==> config.mk <==
export PLATFORM = sky130hd
export DESIGN_NAME = prog_timer
export DESIGN_NICKNAME = d
export VERILOG_FILES = /design/src/rtl/tmr_pkg.sv /design/src/rtl/tmr_counter.sv /design/src/rtl/tmr_tap_sel.sv /design/src/rtl/tmr_ctrl.sv /design/src/rtl/prog_timer.sv
export SDC_FILE = /design/constraint.sdc
export NUM_CORES = 1
export LEC_CHECK = 0
export ABC_AREA = 1
export BUFFER_PORTS_ARGS = -buffer_cell sky130_fd_sc_hd__buf_2
export CAP_MARGIN = 15
export CORE_UTILIZATION = 57
export CTS_CLUSTER_DIAMETER = 100
export DETAILED_ROUTE_END_ITERATION = 10
export GPL_TIMING_DRIVEN = 1
export HOLD_SLACK_MARGIN = 0.1
export MAX_ROUTING_LAYER = met4
export PLACE_DENSITY_LB_ADDON = 0.15
export SYNTH_ARGS = -nofsm -noshare
export SYNTH_HDL_FRONTEND = slang
export SYNTH_SLANG_ARGS = --single-unit
==> constraint.sdc <==
create_clock -name clk -period 2.1 [get_ports clk]
set_input_delay 0.105 -clock clk [delete_from_list [all_inputs] [get_ports clk]]
set_output_delay 0.105 -clock clk [all_outputs]
set_load 0.01 [all_outputs]
==> src/rtl/tmr_pkg.sv <==
package tmr_pkg;
    typedef enum logic [1:0] {
        ST_WAIT  = 2'd0,
        ST_HOLD  = 2'd1,
        ST_RUN   = 2'd2,
        ST_FIRED = 2'd3
    } tmr_state_e;
endpackage

==> src/rtl/tmr_counter.sv <==
module tmr_counter #(
    parameter int CNT_W = 16
) (
    input  logic             clk,
    input  logic             por,
    input  logic             clr,
    input  logic             en,
    output logic [CNT_W-1:0] cnt,
    output logic [CNT_W-1:0] cnt_inc
);
    localparam logic [CNT_W-1:0] ONE = {{(CNT_W-1){1'b0}}, 1'b1};

    assign cnt_inc = cnt + ONE;

    always_ff @(posedge clk) begin
        if (por || clr) begin
            cnt <= '0;
        end else if (en) begin
            cnt <= cnt_inc;
        end
    end
endmodule

==> src/rtl/tmr_tap_sel.sv <==
module tmr_tap_sel #(
    parameter int CNT_W = 16,
    parameter int N_SEL0 = 13,
    parameter int N_SEL1 = 10,
    parameter int N_SEL2 = 8,
    parameter int N_SEL3 = 16
) (
    input  logic [1:0]       sel,
    input  logic [CNT_W-1:0] cnt,
    input  logic [CNT_W-1:0] cnt_inc,
    output logic             tap_now,
    output logic             tap_next
);
    localparam int NUM_SEL = 4;

    logic [NUM_SEL-1:0] now_v;
    logic [NUM_SEL-1:0] nxt_v;

    for (genvar i = 0; i < NUM_SEL; i++) begin : g_tap
        localparam int STAGE = (i == 0) ? N_SEL0 :
                               (i == 1) ? N_SEL1 :
                               (i == 2) ? N_SEL2 : N_SEL3;
        assign now_v[i] = cnt[STAGE-1];
        assign nxt_v[i] = cnt_inc[STAGE-1];
    end

    assign tap_now  = now_v[sel];
    assign tap_next = nxt_v[sel];

    logic unused_cnt_bits;
    assign unused_cnt_bits = ^{cnt, cnt_inc};
endmodule

==> src/rtl/tmr_ctrl.sv <==
module tmr_ctrl
    import tmr_pkg::*;
(
    input  logic       clk,
    input  logic       por,
    input  logic       auto_off,
    input  logic       master_rst,
    input  logic       tick_en,
    input  logic       recycle,
    input  logic       tap_now,
    input  logic       tap_next,
    output tmr_state_e state_q,
    output logic       count_en,
    output logic       count_clr,
    output logic       fired
);
    tmr_state_e state_nx;
    logic       tap_rise;

    assign tap_rise = tick_en && !tap_now && tap_next;

    // state register
    always_ff @(posedge clk) begin
        if (por) begin
            state_q <= auto_off ? ST_WAIT : ST_RUN;
        end else begin
            state_q <= state_nx;
        end
    end

    // next-state logic
    always_comb begin
        state_nx = state_q;
        if (master_rst) begin
            state_nx = ST_HOLD;
        end else begin
            unique case (state_q)
                ST_WAIT:  state_nx = ST_WAIT;
                ST_HOLD:  state_nx = ST_RUN;
                ST_RUN:   if (!recycle && tap_rise) state_nx = ST_FIRED;
                ST_FIRED: if (recycle) state_nx = ST_RUN;
            endcase
        end
    end

    // outputs
    always_comb begin
        count_en  = 1'b0;
        count_clr = master_rst;
        fired     = 1'b0;
        unique case (state_q)
            ST_WAIT:  count_clr = 1'b1;
            ST_HOLD:  count_clr = 1'b1;
            ST_RUN:   count_en  = tick_en;
            ST_FIRED: begin
                count_en = tick_en;
                fired    = 1'b1;
            end
        endcase
    end

    AST_LATCH_HOLD: assert property (@(posedge clk) disable iff (por)
        (state_q == ST_FIRED && !master_rst && !recycle) |=> state_q == ST_FIRED)
        else $error("latch dropped");

    AST_RECYCLE_CLEARS: assert property (@(posedge clk) disable iff (por)
        (state_q == ST_FIRED && !master_rst && recycle) |=> state_q == ST_RUN)
        else $error("latch kept in recycle");

    AST_WAIT_STAYS: assert property (@(posedge clk) disable iff (por)
        (state_q == ST_WAIT && !master_rst) |=> state_q == ST_WAIT)
        else $error("left wait without reset");

    AST_NO_FIRE_RECYCLE: assert property (@(posedge clk) disable iff (por)
        (recycle && state_q != ST_FIRED) |=> state_q != ST_FIRED)
        else $error("fired in recycle");
endmodule

==> src/rtl/prog_timer.sv <==
module prog_timer
    import tmr_pkg::*;
#(
    parameter int CNT_W = 16,
    parameter int N_SEL0 = 13,
    parameter int N_SEL1 = 10,
    parameter int N_SEL2 = 8,
    parameter int N_SEL3 = 16
) (
    input  logic       clk,
    input  logic       por,
    input  logic       auto_off,
    input  logic       master_rst,
    input  logic       tick_en,
    input  logic [1:0] sel,
    input  logic       recycle,
    input  logic       invert,
    output logic       timer_out
);
    logic [CNT_W-1:0] cnt;
    logic [CNT_W-1:0] cnt_inc;
    logic             tap_now;
    logic             tap_next;
    logic             count_en;
    logic             count_clr;
    logic             fired;
    tmr_state_e       state;

    tmr_counter #(.CNT_W(CNT_W)) u_cnt (
        .clk     (clk),
        .por     (por),
        .clr     (count_clr),
        .en      (count_en),
        .cnt     (cnt),
        .cnt_inc (cnt_inc)
    );

    tmr_tap_sel #(
        .CNT_W (CNT_W),
        .N_SEL0(N_SEL0),
        .N_SEL1(N_SEL1),
        .N_SEL2(N_SEL2),
        .N_SEL3(N_SEL3)
    ) u_tap (
        .sel      (sel),
        .cnt      (cnt),
        .cnt_inc  (cnt_inc),
        .tap_now  (tap_now),
        .tap_next (tap_next)
    );

    tmr_ctrl u_ctrl (
        .clk        (clk),
        .por        (por),
        .auto_off   (auto_off),
        .master_rst (master_rst),
        .tick_en    (tick_en),
        .recycle    (recycle),
        .tap_now    (tap_now),
        .tap_next   (tap_next),
        .state_q    (state),
        .count_en   (count_en),
        .count_clr  (count_clr),
        .fired      (fired)
    );

    assign timer_out = (recycle ? tap_now : fired) ^ invert;

    AST_MR_ZERO: assert property (@(posedge clk) disable iff (por)
        master_rst |=> cnt == '0)
        else $error("count not cleared by master reset");

    AST_COUNT_STEP: assert property (@(posedge clk) disable iff (por)
        (!master_rst && tick_en && (state == ST_RUN || state == ST_FIRED))
        |=> cnt == $past(cnt) + 1'b1)
        else $error("count did not step");

    AST_IDLE_STABLE: assert property (@(posedge clk) disable iff (por)
        (!master_rst && !tick_en) |=> $stable(cnt))
        else $error("count moved without tick");

    AST_WAIT_ZERO: assert property (@(posedge clk) disable iff (por)
        (state == ST_WAIT && !master_rst) |=> cnt == '0)
        else $error("counted before first master reset");

    always_ff @(posedge clk) begin
        if (!por && state == ST_HOLD) begin
            AST_RESET_LEVEL: assert (timer_out == invert)
                else $error("wrong level during reset");
        end
    end
endmodule

==> flow_metrics.py, run 1 <==
metrics = {
    "setup_path": {
        "critical_path_buf_inv_count": 1,
        "worst_setup_path_start_kind": "flip-flop",
        "cp-end-kind": "flip-flop",
        "crit_required_ns": 2.13,
        "crit_family": "simple AND/OR/NAND/NOR gates",
        "path_max_fanout": 6,
        "timing.critical_path.cells": "ha_1 -> bufinv_8 -> nor2_1 -> nand3_1 -> nand2_1 -> nand3_1 -> nand3_1 -> nand3_1 -> nand2_1 -> nand2_1 -> nand2_1",
        "crit_path_top_delay_cell": "dfxtp_1",
        "max_stage_delay_ns": 0.42,
        "arrival_ns": 1.81,
        "crit_type": "reg2reg",
    },
    "yosys": {
        "synthDistinctLibCells": 33,
        "netlist.area_leader.share": 0.289,
        "syn_inst": 159,
        "syn_area_mm2": 0.00111,
        "seq_area_frac_synth": 0.344,
        "yosysWarnings": 0,
        "yosysTopAreaCell": "dfxtp_1",
        "ys_seq_elements": 18,
        "avgSynthCellArea_um2": 6.96,
        "syn_nets": 169,
        "synth_area_leaders": "dfxtp_1, nand2_1, inv_1",
    },
    "drt": {
        "dr.pass1.iters": 4,
        "wl_per_cell_um": 11.5,
        "drc_errors": 0,
        "drt-initial-drc-count": 18,
        "ant_nets": 0,
        "num_vias": 1066,
        "drt-total-wl_um": 2280,
        "drt-vias-per-instance": 5.36,
    },
    "layout": {
        "layoutNonFillerInstCount": 199,
        "final_core_util": 0.697,
        "area.growth.synth_to_final_pct": 11.1,
        "fillers": 172,
        "final_common_cell": "nand2_1",
        "antenna_cells": 0,
        "fin_nets": 185,
        "final_cell_mix": "nand2_1, inv_1, nor2_1",
        "layout-drive-gt1-share": 0.161,
        "final_area_mm2": 0.00123,
    },
    "placed_design": {
        "dp.cells": 194,
        "place_congestion": 0.860,
        "place_ws_ns": 0.326,
        "dp_hpwl_um": 1810,
        "place_area_mm2": 0.00119,
        "io_buffers": 9,
    },
    "sta": {
        "period_minus_slack_ns": 1.78,
        "setup_viol": 0,
        "hold_slack_ns": 0.106,
        "drv_slew": 0,
        "rsz0062_at_grt": "no",
        "worst_slack_ns": 0.319,
        "fmax_mhz": 561,
        "finClkSkew_ns": 0.00416,
        "worst_pin_slew_ns": 0.329,
        "fin_setup_tns_ns": 0,
        "slew_headroom": 0.779,
        "hold_violations": 0,
        "timing.final.crit_share": 0.848,
    },
    "die": {
        "core_area_mm2": 0.00176,
        "io_pins": 10,
        "start_util": 0.628,
        "die_height_um": 46.1,
        "rows": 15,
        "die_area_mm2": 0.00212,
        "die_w_um": 46.1,
    },
    "global_route": {
        "antenna_found_initial": 0,
        "overflow": 0,
        "gr-usage-all-layers": 0.254,
        "grt_pass1_wl_um": 3740,
        "grt_max_degree": 11,
        "grt_pass1_vias": 911,
    },
    "power": {
        "vdd_drop_max_v": 0.000382,
        "power.total_uw": 618,
        "p_leak_nw": 0.521,
        "power_density_mw_per_mm2": 503,
    },
    "run_status": {
        "status": "finished clean",
    },
    "cts": {
        "cts_setup_buffers": 0,
        "clock-sinks": 18,
        "cts_inserted_buffers": 3,
        "clk_latency_ns": 0.30,
        "h-tree-depth": 1,
        "cts_tree": "yes",
        "clockBufferDepth": 2,
        "cts_root_buf": "clkbuf_4",
        "clkSlewWorstSetupHoldPaths_ns": 0.11,
    },
    "min_path": {
        "hold_path.class": "in2reg",
    },
    "flow_run": {
        "maxCapViolCount": 0,
    },
}
-- Yosys cell counts, drive strengths merged --
cell    number
a211oi       1
nand3       13
nand2       39
nand3b       1
o21ai       11
dfxtp       16
inv         22
a31oi        2
edfxtp       2
xnor2        1
o22ai        1
ha           1
nor4         2
xor2         1
o211ai       3
nor2        23
nor3b        1
nor3         3
o21a         2
clkinv       1
nand4        3
bufinv       1
buf          1
a21oi        8
-- routing by layer --
layer	wire length, um	GRT usage	vias up
li1	-	-	558
met1	1070	0.325	477
met2	1040	0.392	22
met3	124	0.0471	9
met4	47	0.106	0
met5	0	-	-
-- area by class of cell --
cell class / count / area (um2) / area share
Clock buffer: 4 / 26.3 / 0.0214
Timing Repair Buffer: 12 / 70.1 / 0.0570
Sequential cell: 18 / 380 / 0.309
Inverter: 24 / 104 / 0.0844
Multi-Input combinational cell: 116 / 618 / 0.503
Tap cell: 25 / 31.3 / 0.0254
-- report_power, final --
group          switching (mW)  total, mW  internal [mW]
logic                  0.0413     0.0682         0.0269
registers             0.00820      0.363          0.355
clock network           0.113      0.187         0.0740
total                   0.162      0.618          0.456
-- repair_timing --
item | in CTS | in global routing
hold buffers | 1 | 0
endpoints found under the setup margin | 0 | 0
resized for setup | 0 | 0
endpoints found under the hold margin | 1 | 0
-- flip-flops by register name, indices dropped and copies added, names as in the netlist --
name / count
u_cnt.cnt: 16
u_ctrl.state_q: 2
-- worst paths after layout --
path	startpoint	to	slack (ns)	cells after the start
setup / recovery	u_cnt.cnt[0]	u_ctrl.state_q[0]	0.32	11
hold / removal	auto_off	u_ctrl.state_q[1]	0.11	2
setup reg to reg	u_cnt.cnt[0]	u_ctrl.state_q[0]	0.32	11
hold reg to reg	u_cnt.cnt[8]	u_cnt.cnt[8]	0.49	1
-- worst register-to-register path: stages, from the launching register on --
cell and delay [ns]:
dfxtp_1 0.42, ha_1 0.19, bufinv_8 0.18, nor2_1 0.13
nand3_1 0.09, nand2_1 0.10, nand3_1 0.07, nand3_1 0.07
nand3_1 0.07, nand2_1 0.07, nand2_1 0.04, nand2_1 0.08
-- cell families after synthesis --
family / synth area share
simple gates: 0.384
buf+inv: 0.0983
compound gates: 0.147
xor+xnor: 0.0158
fa+ha+maj: 0.0113
flops: 0.344
Note: power is estimated with default switching activity, not from simulation.
==> run 2: changes to the inputs <==
--- a/config.mk
+++ b/config.mk
@@ -8,7 +8,7 @@
 export ABC_AREA = 1
 export BUFFER_PORTS_ARGS = -buffer_cell sky130_fd_sc_hd__buf_2
 export CAP_MARGIN = 15
-export CORE_UTILIZATION = 57
+export CORE_UTILIZATION = 52
 export CTS_CLUSTER_DIAMETER = 100
 export DETAILED_ROUTE_END_ITERATION = 10
 export GPL_TIMING_DRIVEN = 1
==> constraint.sdc (replaced) <==
create_clock -name clk -period 1.56 [get_ports clk]
set_input_delay 0.078 -clock clk [delete_from_list [all_inputs] [get_ports clk]]
set_output_delay 0.078 -clock clk [all_outputs]
set_load 0.01 [all_outputs]
==> run 2 against run 1 <==
Compared with the run above: the run now ends with setup timing left; global-route usage is 1.7 points higher; largest cell class unchanged; clock skew rose by 0.0050 ns; combinational power is 77% higher; register-to-register slack got worse by 0.39 ns.
==> flow_metrics.py, run 2 (synthesized netlist as in run 1, its figures left out) <==
metrics = {
    "layout": {
        "fillers": 132,
        "top_register": "u_cnt.cnt",
        "layout-drive-gt1-share": 0.394,
        "reg_top3": "u_cnt.cnt (16), u_ctrl.state_q (2)",
        "area.growth.synth_to_final_pct": 41.5,
        "final_cell_mix": "nand2_1, buf_4, inv_1",
        "final_common_cell": "nand2_1",
        "largest_reg_flops": 16,
        "fin_nets": 214,
        "layoutNonFillerInstCount": 230,
        "antenna_cells": 0,
    },
    "sta": {
        "rsz0062_at_grt": "yes",
        "setup_viol": 3,
        "fmax_mhz": 615,
        "slew_headroom": 0.800,
        "hold_slack_ns": 0.0758,
        "hold_violations": 0,
        "drv_slew": 0,
        "period_minus_slack_ns": 1.63,
        "worst_pin_slew_ns": 0.299,
        "finClkSkew_ns": 0.00918,
        "timing.final.crit_share": 1.04,
        "worst_slack_ns": -0.0669,
    },
    "drt": {
        "wl_per_cell_um": 13.9,
        "dr.pass1.iters": 6,
        "drt-total-wl_um": 3190,
        "drc_errors": 0,
        "ant_nets": 0,
        "drt-vias-per-instance": 5.45,
        "num_vias": 1253,
        "drt-initial-drc-count": 66,
    },
    "die": {
        "die_w_um": 48.1,
        "start_util": 0.559,
        "io_pins": 10,
        "rows": 16,
        "die_area_mm2": 0.00232,
        "die_height_um": 48.1,
        "core_area_mm2": 0.00198,
    },
    "placed_design": {
        "dp_hpwl_um": 1980,
        "io_buffers": 9,
        "dp.cells": 215,
        "place_congestion": 0.912,
    },
    "setup_path": {
        "critical_path_buf_inv_count": 1,
        "crit_top_cell": "nand2_1",
        "max_stage_delay_ns": 0.37,
        "crit_type": "reg2reg",
        "crit_required_ns": 1.59,
        "worst_setup_path_start_kind": "flip-flop",
        "arrival_ns": 1.66,
        "path_max_fanout": 3,
        "crit_path_top_delay_cell": "dfxtp_2",
        "cp-end-kind": "flip-flop",
        "crit_family": "simple AND/OR/NAND/NOR gates",
        "timing.critical_path.cells": "buf_4 -> nand2_4 -> nor2_1 -> nand2_1 -> o21ai_2 -> nand3_1 -> nand2_1 -> nand3_1 -> nand2_1 -> nand2_1 -> nand2_2",
    },
    "run_status": {
        "violations": "setup timing",
        "status": "complete, but fails checks",
    },
    "cts": {
        "clkSlewWorstSetupHoldPaths_ns": 0.11,
        "clock-sinks": 18,
        "cts_tree": "yes",
        "cts_root_buf": "clkbuf_4",
        "clockBufferDepth": 2,
        "cts_inserted_buffers": 3,
        "h-tree-depth": 1,
        "clk_latency_ns": 0.31,
    },
    "global_route": {
        "grt_pass1_vias": 945,
        "antenna_found_initial": 0,
        "grt_max_degree": 11,
        "grt_pass1_wl_um": 4140,
        "gr-usage-all-layers": 0.272,
        "overflow": 0,
    },
    "power": {
        "swShare": 0.271,
        "internal_power_uw": 626,
        "p_comb_frac": 0.141,
        "p_sw_uw": 233,
        "p_clk_frac": 0.296,
        "p_leak_nw": 0.709,
        "seqPwrFrac": 0.563,
        "power_density_mw_per_mm2": 548,
        "vdd_drop_max_v": 0.000703,
    },
    "flow_run": {
        "maxCapViolCount": 0,
    },
    "min_path": {
        "hold_path.class": "in2reg",
    },
}
run 2: worst reg2reg max path, stage by stage, from the launching register on:
cell,delay (ns)
dfxtp_2,0.37
buf_4,0.13
nand2_4,0.05
nor2_1,0.10
nand2_1,0.12
o21ai_2,0.17
nand3_1,0.09
nand2_1,0.07
nand3_1,0.07
nand2_1,0.07
nand2_1,0.05
nand2_2,0.07
run 2: timing repair:
item | 4_1_cts | 5_1_grt
hold buffers | 3 | 0
pin swaps | 9 | 18
buffers inserted | 6 | 3
endpoints found under the hold margin | 2 | 0
setup endpoints to repair | 7 | 8
gates resized for setup | 19 | 16
run 2: power groups by stage:
stage               logic [mW]  clock network (mW)  registers [mW]
floorplan               0.0563                   0           0.496
global placement        0.0964                   0           0.497
detailed placement      0.0979                   0           0.498
CTS                      0.108               0.253           0.484
global route             0.132               0.270           0.485
finish                   0.121               0.254           0.484
run 2: area by class of cell:
cell class | count | area (um2) | area share
multi-input cells | 116 | 704 | 0.450
flip-flops and latches | 18 | 397 | 0.253
repair buffers | 41 | 305 | 0.195
inverters | 24 | 100 | 0.0639
well taps | 27 | 33.8 | 0.0216
clock buffers | 4 | 26.3 | 0.0168
run 2: worst paths after layout:
| check | end | slack [ns] | start | cells past startpoint |
|---|---|---|---|---|
| setup / recovery | u_ctrl.state_q[1] | -0.07 | u_cnt.cnt[7] | 11 |
| hold / removal | u_ctrl.state_q[0] | 0.08 | master_rst | 3 |
| setup reg to reg | u_ctrl.state_q[1] | -0.07 | u_cnt.cnt[7] | 11 |
| hold reg to reg | u_cnt.cnt[8] | 0.48 | u_cnt.cnt[8] | 1 |
run 2: per-stage QoR:
step	setup TNS (ns)	power, mW	setup slack, ns	area, um2	utilization
2_1_floorplan	0	0.553	0.00108	1120	-
3_3_place_gp	-0.103	0.594	-0.0513	1360	0.684
3_5_place_dp	-0.207	0.596	-0.0823	1360	0.684
4_1_cts	0	0.845	0.00145	1500	0.758
5_1_grt	-0.616	0.887	-0.237	1570	0.790
6_report	-0.164	0.858	-0.0669	1570	0.790
run 2: per-layer routing:
| metal | routed length [um] | GRT usage | vias to the layer above |
|---|---|---|---|
| met4 | 65 | 0.106 | 0 |
| li1 | - | - | 614 |
| met3 | 237 | 0.0593 | 11 |
| met5 | 0 | - | - |
| met2 | 1590 | 0.435 | 63 |
| met1 | 1290 | 0.330 | 565 |
